===== src/rtl/ccd_pkg.sv =====
package ccd_pkg;

  typedef enum logic [1:0] {
    MODE_MEM  = 2'b00,
    MODE_IO   = 2'b01,
    MODE_DISK = 2'b10
  } acc_mode_e;

  // bit positions in the synchronised strobe vector
  localparam int SI_OE    = 0;
  localparam int SI_IORD  = 1;
  localparam int SI_IOWR  = 2;
  localparam int SI_SPACE = 3;
  localparam int SYNC_W   = 4;

endpackage


===== src/rtl/ccd_sync.sv =====
module ccd_sync #(
  parameter int          WIDTH   = 4,
  parameter int          STAGES  = 2,
  parameter logic [WIDTH-1:0] RST_VAL = '1
) (
  input  logic             clk,
  input  logic             rst_n,
  input  logic [WIDTH-1:0] async_i,
  output logic [WIDTH-1:0] sync_o
);

  logic [WIDTH-1:0] stage_q [STAGES];

  for (genvar s = 0; s < STAGES; s++) begin : g_stage
    if (s == 0) begin : g_first
      always_ff @(posedge clk or negedge rst_n) begin
        if (!rst_n) stage_q[s] <= RST_VAL;
        else        stage_q[s] <= async_i;
      end
    end else begin : g_next
      always_ff @(posedge clk or negedge rst_n) begin
        if (!rst_n) stage_q[s] <= RST_VAL;
        else        stage_q[s] <= stage_q[s-1];
      end
    end
  end

  assign sync_o = stage_q[STAGES-1];

endmodule


===== src/rtl/ccd_mode_latch.sv =====
module ccd_mode_latch
  import ccd_pkg::*;
(
  input  logic      clk,
  input  logic      rst_n,
  input  logic      strap_b,
  input  logic      io_cfg_en,
  output acc_mode_e mode_q
);

  logic      done_q, done_d;
  logic      disk_q, disk_d;
  acc_mode_e mode_d;

  // strap is static while sampled, so the raw pin is taken once
  always_comb begin
    done_d = 1'b1;
    disk_d = done_q ? disk_q : ~strap_b;
    if (disk_d)         mode_d = MODE_DISK;
    else if (io_cfg_en) mode_d = MODE_IO;
    else                mode_d = MODE_MEM;
  end

  always_ff @(posedge clk or negedge rst_n) begin
    if (!rst_n) begin
      done_q <= 1'b0;
      disk_q <= 1'b0;
      mode_q <= MODE_MEM;
    end else begin
      done_q <= done_d;
      disk_q <= disk_d;
      mode_q <= mode_d;
    end
  end

  assert_strap_hold_R1: assert property (@(posedge clk) disable iff (!rst_n)
    ($past(done_q) && done_q) |-> $stable(disk_q));

  assert_disk_sticky_R1: assert property (@(posedge clk) disable iff (!rst_n)
    ($past(mode_q) == MODE_DISK) |-> (mode_q == MODE_DISK));

endmodule


===== src/rtl/ccd_cycle_class.sv =====
module ccd_cycle_class
  import ccd_pkg::*;
#(
  parameter int ADDR_W = 11,
  parameter int DATA_W = 8
) (
  input  logic              clk,
  input  logic              rst_n,
  input  acc_mode_e         mode_q,
  input  logic [SYNC_W-1:0] strb_s,
  input  logic [ADDR_W-1:0] host_addr,
  input  logic [DATA_W-1:0] host_data,
  output logic              rd_common_q,
  output logic              rd_attr_q,
  output logic              rd_io_q,
  output logic              wr_pulse_q,
  output logic              wr_valid_q,
  output logic [ADDR_W-1:0] wr_addr_q,
  output logic [DATA_W-1:0] wr_data_q
);

  logic              wr_prev_q;
  logic              is_mem, is_io, is_disk;
  logic              oe_act, iord_act, wr_rise, io_space_ok;
  logic              rd_common_d, rd_attr_d, rd_io_d, wr_pulse_d, wr_valid_d;
  logic [ADDR_W-1:0] wr_addr_d;
  logic [DATA_W-1:0] wr_data_d;

  always_comb begin
    is_mem      = (mode_q == MODE_MEM);
    is_io       = (mode_q == MODE_IO);
    is_disk     = (mode_q == MODE_DISK);
    oe_act      = ~strb_s[SI_OE];
    iord_act    = ~strb_s[SI_IORD];
    wr_rise     = strb_s[SI_IOWR] & ~wr_prev_q;
    io_space_ok = (is_io & ~strb_s[SI_SPACE]) | is_disk;

    rd_common_d = is_mem & oe_act & strb_s[SI_SPACE];
    rd_attr_d   = (is_mem & oe_act & ~strb_s[SI_SPACE]) | (is_io & oe_act);
    rd_io_d     = iord_act & io_space_ok;
    wr_pulse_d  = wr_rise & io_space_ok;

    wr_valid_d  = wr_valid_q | wr_pulse_d;
    wr_addr_d   = wr_pulse_d ? host_addr : wr_addr_q;
    wr_data_d   = wr_pulse_d ? host_data : wr_data_q;
  end

  always_ff @(posedge clk or negedge rst_n) begin
    if (!rst_n) begin
      wr_prev_q   <= 1'b1;
      rd_common_q <= 1'b0;
      rd_attr_q   <= 1'b0;
      rd_io_q     <= 1'b0;
      wr_pulse_q  <= 1'b0;
      wr_valid_q  <= 1'b0;
      wr_addr_q   <= '0;
      wr_data_q   <= '0;
    end else begin
      wr_prev_q   <= strb_s[SI_IOWR];
      rd_common_q <= rd_common_d;
      rd_attr_q   <= rd_attr_d;
      rd_io_q     <= rd_io_d;
      wr_pulse_q  <= wr_pulse_d;
      wr_valid_q  <= wr_valid_d;
      wr_addr_q   <= wr_addr_d;
      wr_data_q   <= wr_data_d;
    end
  end

  assert_single_pulse_R6: assert property (@(posedge clk) disable iff (!rst_n)
    wr_pulse_q |=> !wr_pulse_q);

  assert_addr_only_on_pulse_R6: assert property (@(posedge clk) disable iff (!rst_n)
    (wr_addr_q != $past(wr_addr_q)) |-> wr_pulse_q);

  assert_space_onehot_R4: assert property (@(posedge clk) disable iff (!rst_n)
    $onehot0({rd_common_q, rd_attr_q}));

  assert_mem_ignores_io_R7: assert property (@(posedge clk) disable iff (!rst_n)
    ($past(mode_q) == MODE_MEM) |-> (!wr_pulse_q && !rd_io_q));

  assert_disk_ignores_oe_R8: assert property (@(posedge clk) disable iff (!rst_n)
    ($past(mode_q) == MODE_DISK) |-> (!rd_common_q && !rd_attr_q));

  assert_io_no_common_R5: assert property (@(posedge clk) disable iff (!rst_n)
    ($past(mode_q) == MODE_IO) |-> !rd_common_q);

endmodule


===== src/rtl/card_cycle_decoder.sv =====
module card_cycle_decoder
  import ccd_pkg::*;
#(
  parameter int ADDR_W      = 11,
  parameter int DATA_W      = 8,
  parameter int SYNC_STAGES = 2
) (
  input  logic              clk,
  input  logic              rst_n,
  input  logic              io_cfg_en,
  input  logic              out_en_b,
  input  logic              io_rd_b,
  input  logic              io_wr_b,
  input  logic              space_sel,
  input  logic [ADDR_W-1:0] host_addr,
  input  logic [DATA_W-1:0] host_data,
  output logic [1:0]        mode_o,
  output logic              rd_common_o,
  output logic              rd_attr_o,
  output logic              rd_io_o,
  output logic              wr_pulse_o,
  output logic              wr_valid_o,
  output logic [ADDR_W-1:0] wr_addr_o,
  output logic [DATA_W-1:0] wr_data_o
);

  logic [SYNC_W-1:0] strb_raw, strb_s;
  acc_mode_e         mode_q;

  always_comb begin
    strb_raw           = '1;
    strb_raw[SI_OE]    = out_en_b;
    strb_raw[SI_IORD]  = io_rd_b;
    strb_raw[SI_IOWR]  = io_wr_b;
    strb_raw[SI_SPACE] = space_sel;
  end

  ccd_sync #(
    .WIDTH  (SYNC_W),
    .STAGES (SYNC_STAGES),
    .RST_VAL({SYNC_W{1'b1}})
  ) u_sync (
    .clk    (clk),
    .rst_n  (rst_n),
    .async_i(strb_raw),
    .sync_o (strb_s)
  );

  ccd_mode_latch u_mode (
    .clk      (clk),
    .rst_n    (rst_n),
    .strap_b  (out_en_b),
    .io_cfg_en(io_cfg_en),
    .mode_q   (mode_q)
  );

  ccd_cycle_class #(
    .ADDR_W(ADDR_W),
    .DATA_W(DATA_W)
  ) u_class (
    .clk        (clk),
    .rst_n      (rst_n),
    .mode_q     (mode_q),
    .strb_s     (strb_s),
    .host_addr  (host_addr),
    .host_data  (host_data),
    .rd_common_q(rd_common_o),
    .rd_attr_q  (rd_attr_o),
    .rd_io_q    (rd_io_o),
    .wr_pulse_q (wr_pulse_o),
    .wr_valid_q (wr_valid_o),
    .wr_addr_q  (wr_addr_o),
    .wr_data_q  (wr_data_o)
  );

  assign mode_o = mode_q;

  assert_valid_sticky_R6: assert property (@(posedge clk) disable iff (!rst_n)
    $past(wr_valid_o) |-> wr_valid_o);

endmodule


===== config.mk =====
export PLATFORM = sky130hd
export DESIGN_NAME = card_cycle_decoder
export DESIGN_NICKNAME = d
export VERILOG_FILES = /design/src/rtl/ccd_pkg.sv /design/src/rtl/ccd_sync.sv /design/src/rtl/ccd_mode_latch.sv /design/src/rtl/ccd_cycle_class.sv /design/src/rtl/card_cycle_decoder.sv
export SDC_FILE = /design/constraint.sdc
export NUM_CORES = 1
export LEC_CHECK = 0
export ABC_CLOCK_PERIOD_IN_PS = 1800
export BUFFER_PORTS_ARGS = -buffer_cell sky130_fd_sc_hd__buf_2
export CORE_ASPECT_RATIO = 0.75
export CORE_MARGIN = 2
export CORE_UTILIZATION = 50
export CTS_BUF_LIST = sky130_fd_sc_hd__clkbuf_4 sky130_fd_sc_hd__clkbuf_8
export DETAILED_ROUTE_END_ITERATION = 6
export GPL_TIMING_DRIVEN = 1
export HOLD_SLACK_MARGIN = 0.06
export PLACE_DENSITY_LB_ADDON = 0.1
export SYNTH_ARGS = -nofsm -noshare
export SYNTH_HDL_FRONTEND = slang
export SYNTH_SLANG_ARGS = --single-unit

===== constraint.sdc =====
create_clock -name clk -period 1.8 [get_ports clk]
set_input_delay 0.09 -clock clk [delete_from_list [all_inputs] [get_ports clk]]
set_output_delay 0.09 -clock clk [all_outputs]
set_load 0.02 [all_outputs]

* Yosys cells after proc, flatten, opt, wreduce, memory -nomap -nowiden
Cells that the tools add are included.
Operators by class: equal/unequal tests 2, multiplexer cells 3, bitwise operators 16, reductions and logical operators 1
Operators with widths (count):
- 1-bit AND | 8
- 1-bit NOT | 5
- 1-bit bitwise OR | 3
- 2-bit by 1-bit equality test with 1-bit output (second input constant) | 1
- 2-bit equality test (second input constant) | 1
- 2-bit logical NOT | 1
- 1-bit 2-to-1 mux | 2
- 2-bit 2-to-1 mux | 1
Word-level totals: flip-flop bits (word level) 37, bits of input ports 26, output and inout bits 26

* Logic depth before layout (Yosys ltp)
depth after elaboration 5, depth in mapped cells 5

* By module
From an unflattened synthesis, not the netlist that was laid out.
Second synthesis, totals: cell total of the unflattened synthesis 187, area, all modules 1968.1 µm²
Modules (own cells, without submodules):
- ccd_cycle_class | instances 1, cells an instance 167, area each 1622.8 µm², seq. area each 626.9 µm²
- ccd_sync | instances 1, cells an instance 12, area each 240.2 µm², seq. area each 210.2 µm²
- ccd_mode_latch | instances 1, cells an instance 8, area each 105.1 µm², seq. area each 75.1 µm²

* Worst setup path after synthesis
Ideal clock, no wire load.
path type register to register, from register u_sync.stage_q (netlist bit u_sync.sync_o[2]), to register u_class.wr_addr_q[8], data arrival time 1165 ps, data required time 1665 ps, path slack 500 ps, stages on the path, launching flop included 5, path buffers 1, path through dfstp_2 > nor2b_2 > clkbuf_1 > o2bb2ai_1 > a221oi_2
Between the ends: longest elaborated chain between the ends 2
Ends and longest elaborated chain:
- from (decl) | RTL line ccd_sync.sv:12 | logic [WIDTH-1:0] stage_q [STAGES];
- from (signal, indexed assignment) | RTL line ccd_sync.sv:23 | else stage_q[s] <= stage_q[s-1];
- 1-bit AND | RTL line ccd_cycle_class.sv:35 | wr_rise = strb_s[SI_IOWR] & ~wr_prev_q;
- 1-bit AND | RTL line ccd_cycle_class.sv:41 | wr_pulse_d = wr_rise & io_space_ok;
- to (signal assigned) | RTL line ccd_cycle_class.sv:65 | wr_addr_q <= wr_addr_d;
- to (decl) | RTL line ccd_cycle_class.sv:18 | output logic [ADDR_W-1:0] wr_addr_q,
No other way between the ends. A chain may end at the register's enable or synchronous reset.

* Worst setup path after layout
from register u_mode.mode_q[0], to register u_class.wr_data_q[0]
Between the ends: longest elaborated chain between the ends 4
Ends and longest elaborated chain:
- from (decl) | RTL line ccd_mode_latch.sv:8 | output acc_mode_e mode_q
- from (signal assigned) | RTL line ccd_mode_latch.sv:32 | mode_q <= mode_d;
- 2-bit by 1-bit equality test with 1-bit output | RTL line ccd_cycle_class.sv:31 | is_io = (mode_q == MODE_IO);
- 1-bit AND | RTL line ccd_cycle_class.sv:36 | io_space_ok = (is_io & ~strb_s[SI_SPACE]) | is_disk;
- 1-bit bitwise OR * | RTL line ccd_cycle_class.sv:36
- 1-bit AND * | RTL line ccd_cycle_class.sv:41
- to (signal assigned) | RTL line ccd_cycle_class.sv:66 | wr_data_q <= wr_data_d;
- to (decl) | RTL line ccd_cycle_class.sv:19 | output logic [DATA_W-1:0] wr_data_q
Mark *: on every way between the ends. The rest lies on a longest branch, timed or not.

==> flow_summary.yaml <==
run_status:
  status: "finished, final reports clean"
global_routing:
  grt-ovfl-total: 0
  antenna_found_initial: 0
  grt_pass1_vias: 1665
  grt_use_total_pct: 23.1
  grt_pass1_wl_mm: 7.53
  grt_max_degree: 39
placed_design:
  gp_congestion: 0.799
  hpwl_mm: 3.13
  io_buffer_count: 51
route:
  avgViaCountPerCell: 5.72
  vias: 1676
  drc_errors: 0
  first_pass_iters: 4
  drt_iter0_markers: 98
  drt_wl_total_mm: 4.70
  ant_nets: 0
  wl_per_cell_microns: 16.0
critical_path:
  reg2regPathDepth: 4
  crit_chain: "inv_1 -> buf_4 -> o2bb2ai_1 -> a221oi_2"
  slowest_delay_ns: 0.49
  cp.arrival_ns: 1.69
  path_class: "reg -> reg"
  crit_fanout: 12
  start_kind: "flop"
  crit_cells: 4
  worstPathRequired_ns: 1.99
  end_kind: "flop"
  worst-path-buf-inv: 2
  slowest_stage: "dfrtp_1"
  crit_family: "buffers and inverters"
timing:
  setup_tns_ns: 0
  whs_ns: 0.127
  setup_viol: 0
  rsz0062_at_grt: "false"
  finClkSkew_ns: 0.00531
  slew_headroom_pct: 48.6
  hold_violations: 0
  finalCritPeriodShare_pct: 83.4
  fmax_mhz: 666
  worst_pin_slew_ns: 0.771
  slew_viol_final: 0
  fin_crit_ns: 1.50
floorplan:
  row_count: 19
  die_h_microns: 57.3
  die_area_sq_mm: 0.00431
  die_x_microns: 75.1
  core_sq_mm: 0.00364
  start_util_pct: 52.1
  ios: 52
logic_synthesis:
  synth_top_area_cell: "dfrtp_1"
  synth-seq-area-share_pct: 48.1
  synth_mux_area_share_pct: 0.528
  yosys_warnings: 0
  synth_top_family_by_area: "compound AO/OA/AOI/OAI gates"
  synth_cell_types: 24
  syn_nets: 210
  synth_xor_area_share_pct: 0
  synth_area_sq_mm: 0.00190
  synth_area_leaders: "dfrtp_1 36%, dfstp_2 12%, o2bb2ai_1 8.8%"
  synth_compound_area_share_pct: 28.2
  synth_seq_cells: 36
  synth_fa_ha_area_share_pct: 0
  syn_area_per_cell_sq_um: 10.3
  yosysTopAreaCellShare_pct: 35.6
  yosys.area_share.simple_pct: 16.5
  synth_cells: 184
finish:
  syn2layout_area_growth_pct: 23.8
  final_util_pct: 64.6
  antennaDiodeCount: 0
  nets: 266
  layout-drive-gt1-share_pct: 43.6
clocking:
  cts_buffer_depth: 2
  clk_latency_ns: 0.29
  htreeDepth: 2
  post_cts_buffers: 0
  root_buffer: "clkbuf_8"
  clkTransAtPathRegs_ns: 0.07
  cts.repair.resized: 0
  clock_sinks: 36
  cts_tree: "done"
  numCtsBuffers: 5
flow_run:
  max_cap_viol_count: 0
power_and_ir_drop:
  cellPowerDensity_mw_per_mm2: 989
  peakVddDrop_mv: 0.636
  p_leak_nw: 1.09
  finalPower_w: 0.00232
min_path:
  min_path_cells: 3
  worst_hold_path_type: "in -> reg"
## routing by layer
layer  share of wire (%)  global-route usage [%]  routed length [microns]  vias up
met5                   0                       0                        0        -
met1                  44                    29.5                     2070      838
met4                0.89                    8.67                       42        0
li1                    -                       -                        -      785
met3                 5.2                    5.65                      243        5
met2                  50                    37.8                     2340       48
## state kept, by name, indices dropped and copies added (netlist names)
register,count
u_sync.stage_q,4
u_class.wr_addr_q,11
u_class.rd_common_q,1
u_class.wr_prev_q,1
u_mode.done_q,1
u_class.wr_data_q,8
u_class.rd_io_q,1
u_class.wr_pulse_q,1
u_sync.sync_o,4
u_mode.mode_q,1
u_mode.disk_q,1
u_class.rd_attr_q,1
u_class.wr_valid_q,1
## cell usage after synthesis
library cell,count
nor2_1,40
dfrtp_1,27
o22ai_1,19
o2bb2ai_1,19
or2_2,14
a221oi_2,10
a221oi_1,9
buf_2,9
dfstp_2,9
or2_1,5
clkbuf_1,4
buf_4,3
buf_6,3
inv_1,2
nor2b_1,2
a211oi_1,1
a21oi_1,1
conb_1,1
mux2i_1,1
nand2b_1,1
nor2b_2,1
nor3b_1,1
nor4b_1,1
o21bai_1,1
## worst paths after layout
kind,slack [ns],startpoint,endpoint
setup / recovery,0.30,u_mode.mode_q[0],u_class.wr_data_q[0]
hold / removal,0.13,host_addr[2],u_class.wr_addr_q[2]
setup reg to reg,0.30,u_mode.mode_q[0],u_class.wr_data_q[0]
hold reg to reg,0.36,u_sync.stage_q[7],u_sync.sync_o[3]
max in group asynchronous,0.90,rst_n,u_class.wr_addr_q[10]
min in group asynchronous,0.41,rst_n,u_class.wr_addr_q[4]
## layout make-up
cell class | count | area, sq um
well taps | 52 | 65.1
clock buffers | 5 | 68.8
flip-flops and latches | 36 | 912
clock inverters | 3 | 18.8
repair buffers | 68 | 410
inverters | 2 | 7.51
multi-input cells | 127 | 866
fillers | 325 | 1290
## what timing repair did
item,4_1_cts,5_1_grt
hold buffers,6,0
endpoints found under the hold margin,33,0
endpoints found under the setup margin,0,0
## cell families (layout without fill, tap and decap cells)
group	Yosys count	after routing
DFF	36	36
and+or+nand+nor	65	65
other	1	1
buffers and inverters	21	78
muxes	1	1
AOI/OAI and AO/OA	60	60
## layout by cell type (no fill, tap or decap)
master and count:
nor4b_1 1, or2_2 14, clkinv_4 1, o2bb2ai_1 19
dfstp_2 9, mux2i_1 1, inv_1 2, o22ai_1 19
a221oi_2 10, clkbuf_8 5, a211oi_1 1, nor3b_2 1
o21bai_1 1, a221oi_1 9, nand2b_1 1, or2_1 5
buf_12 1, nor2_1 40, a21oi_1 1, dlygate4sd3_1 6
dfrtp_1 27, buf_4 10, nor2b_2 1, buf_2 51
clkinv_2 2, nor2b_1 2, conb_1 1
## tightest hold or removal path, cell delays in order
cell and delay [ns]:
buf_2 0.10, nor2_1 0.09, a221oi_1 0.08
## where the power goes
part,switching (W),internal [W],leakage [nW]
sequential,0.000109,0.000932,0.437
combinational,0.000411,0.000305,0.609
clock,0.000296,0.000269,0.0479
total,0.000816,0.00151,1.09
## stage by stage
stage	area, sq um	std cells	setup slack (ns)
after detailed placement	2200	279	0.292
final	2350	293	0.299
after CTS	2350	293	0.285
after global placement	2200	279	0.430
after floorplan	1900	184	0.500
after global routing	2350	293	0.169
Power figures use the tool's default switching activity.
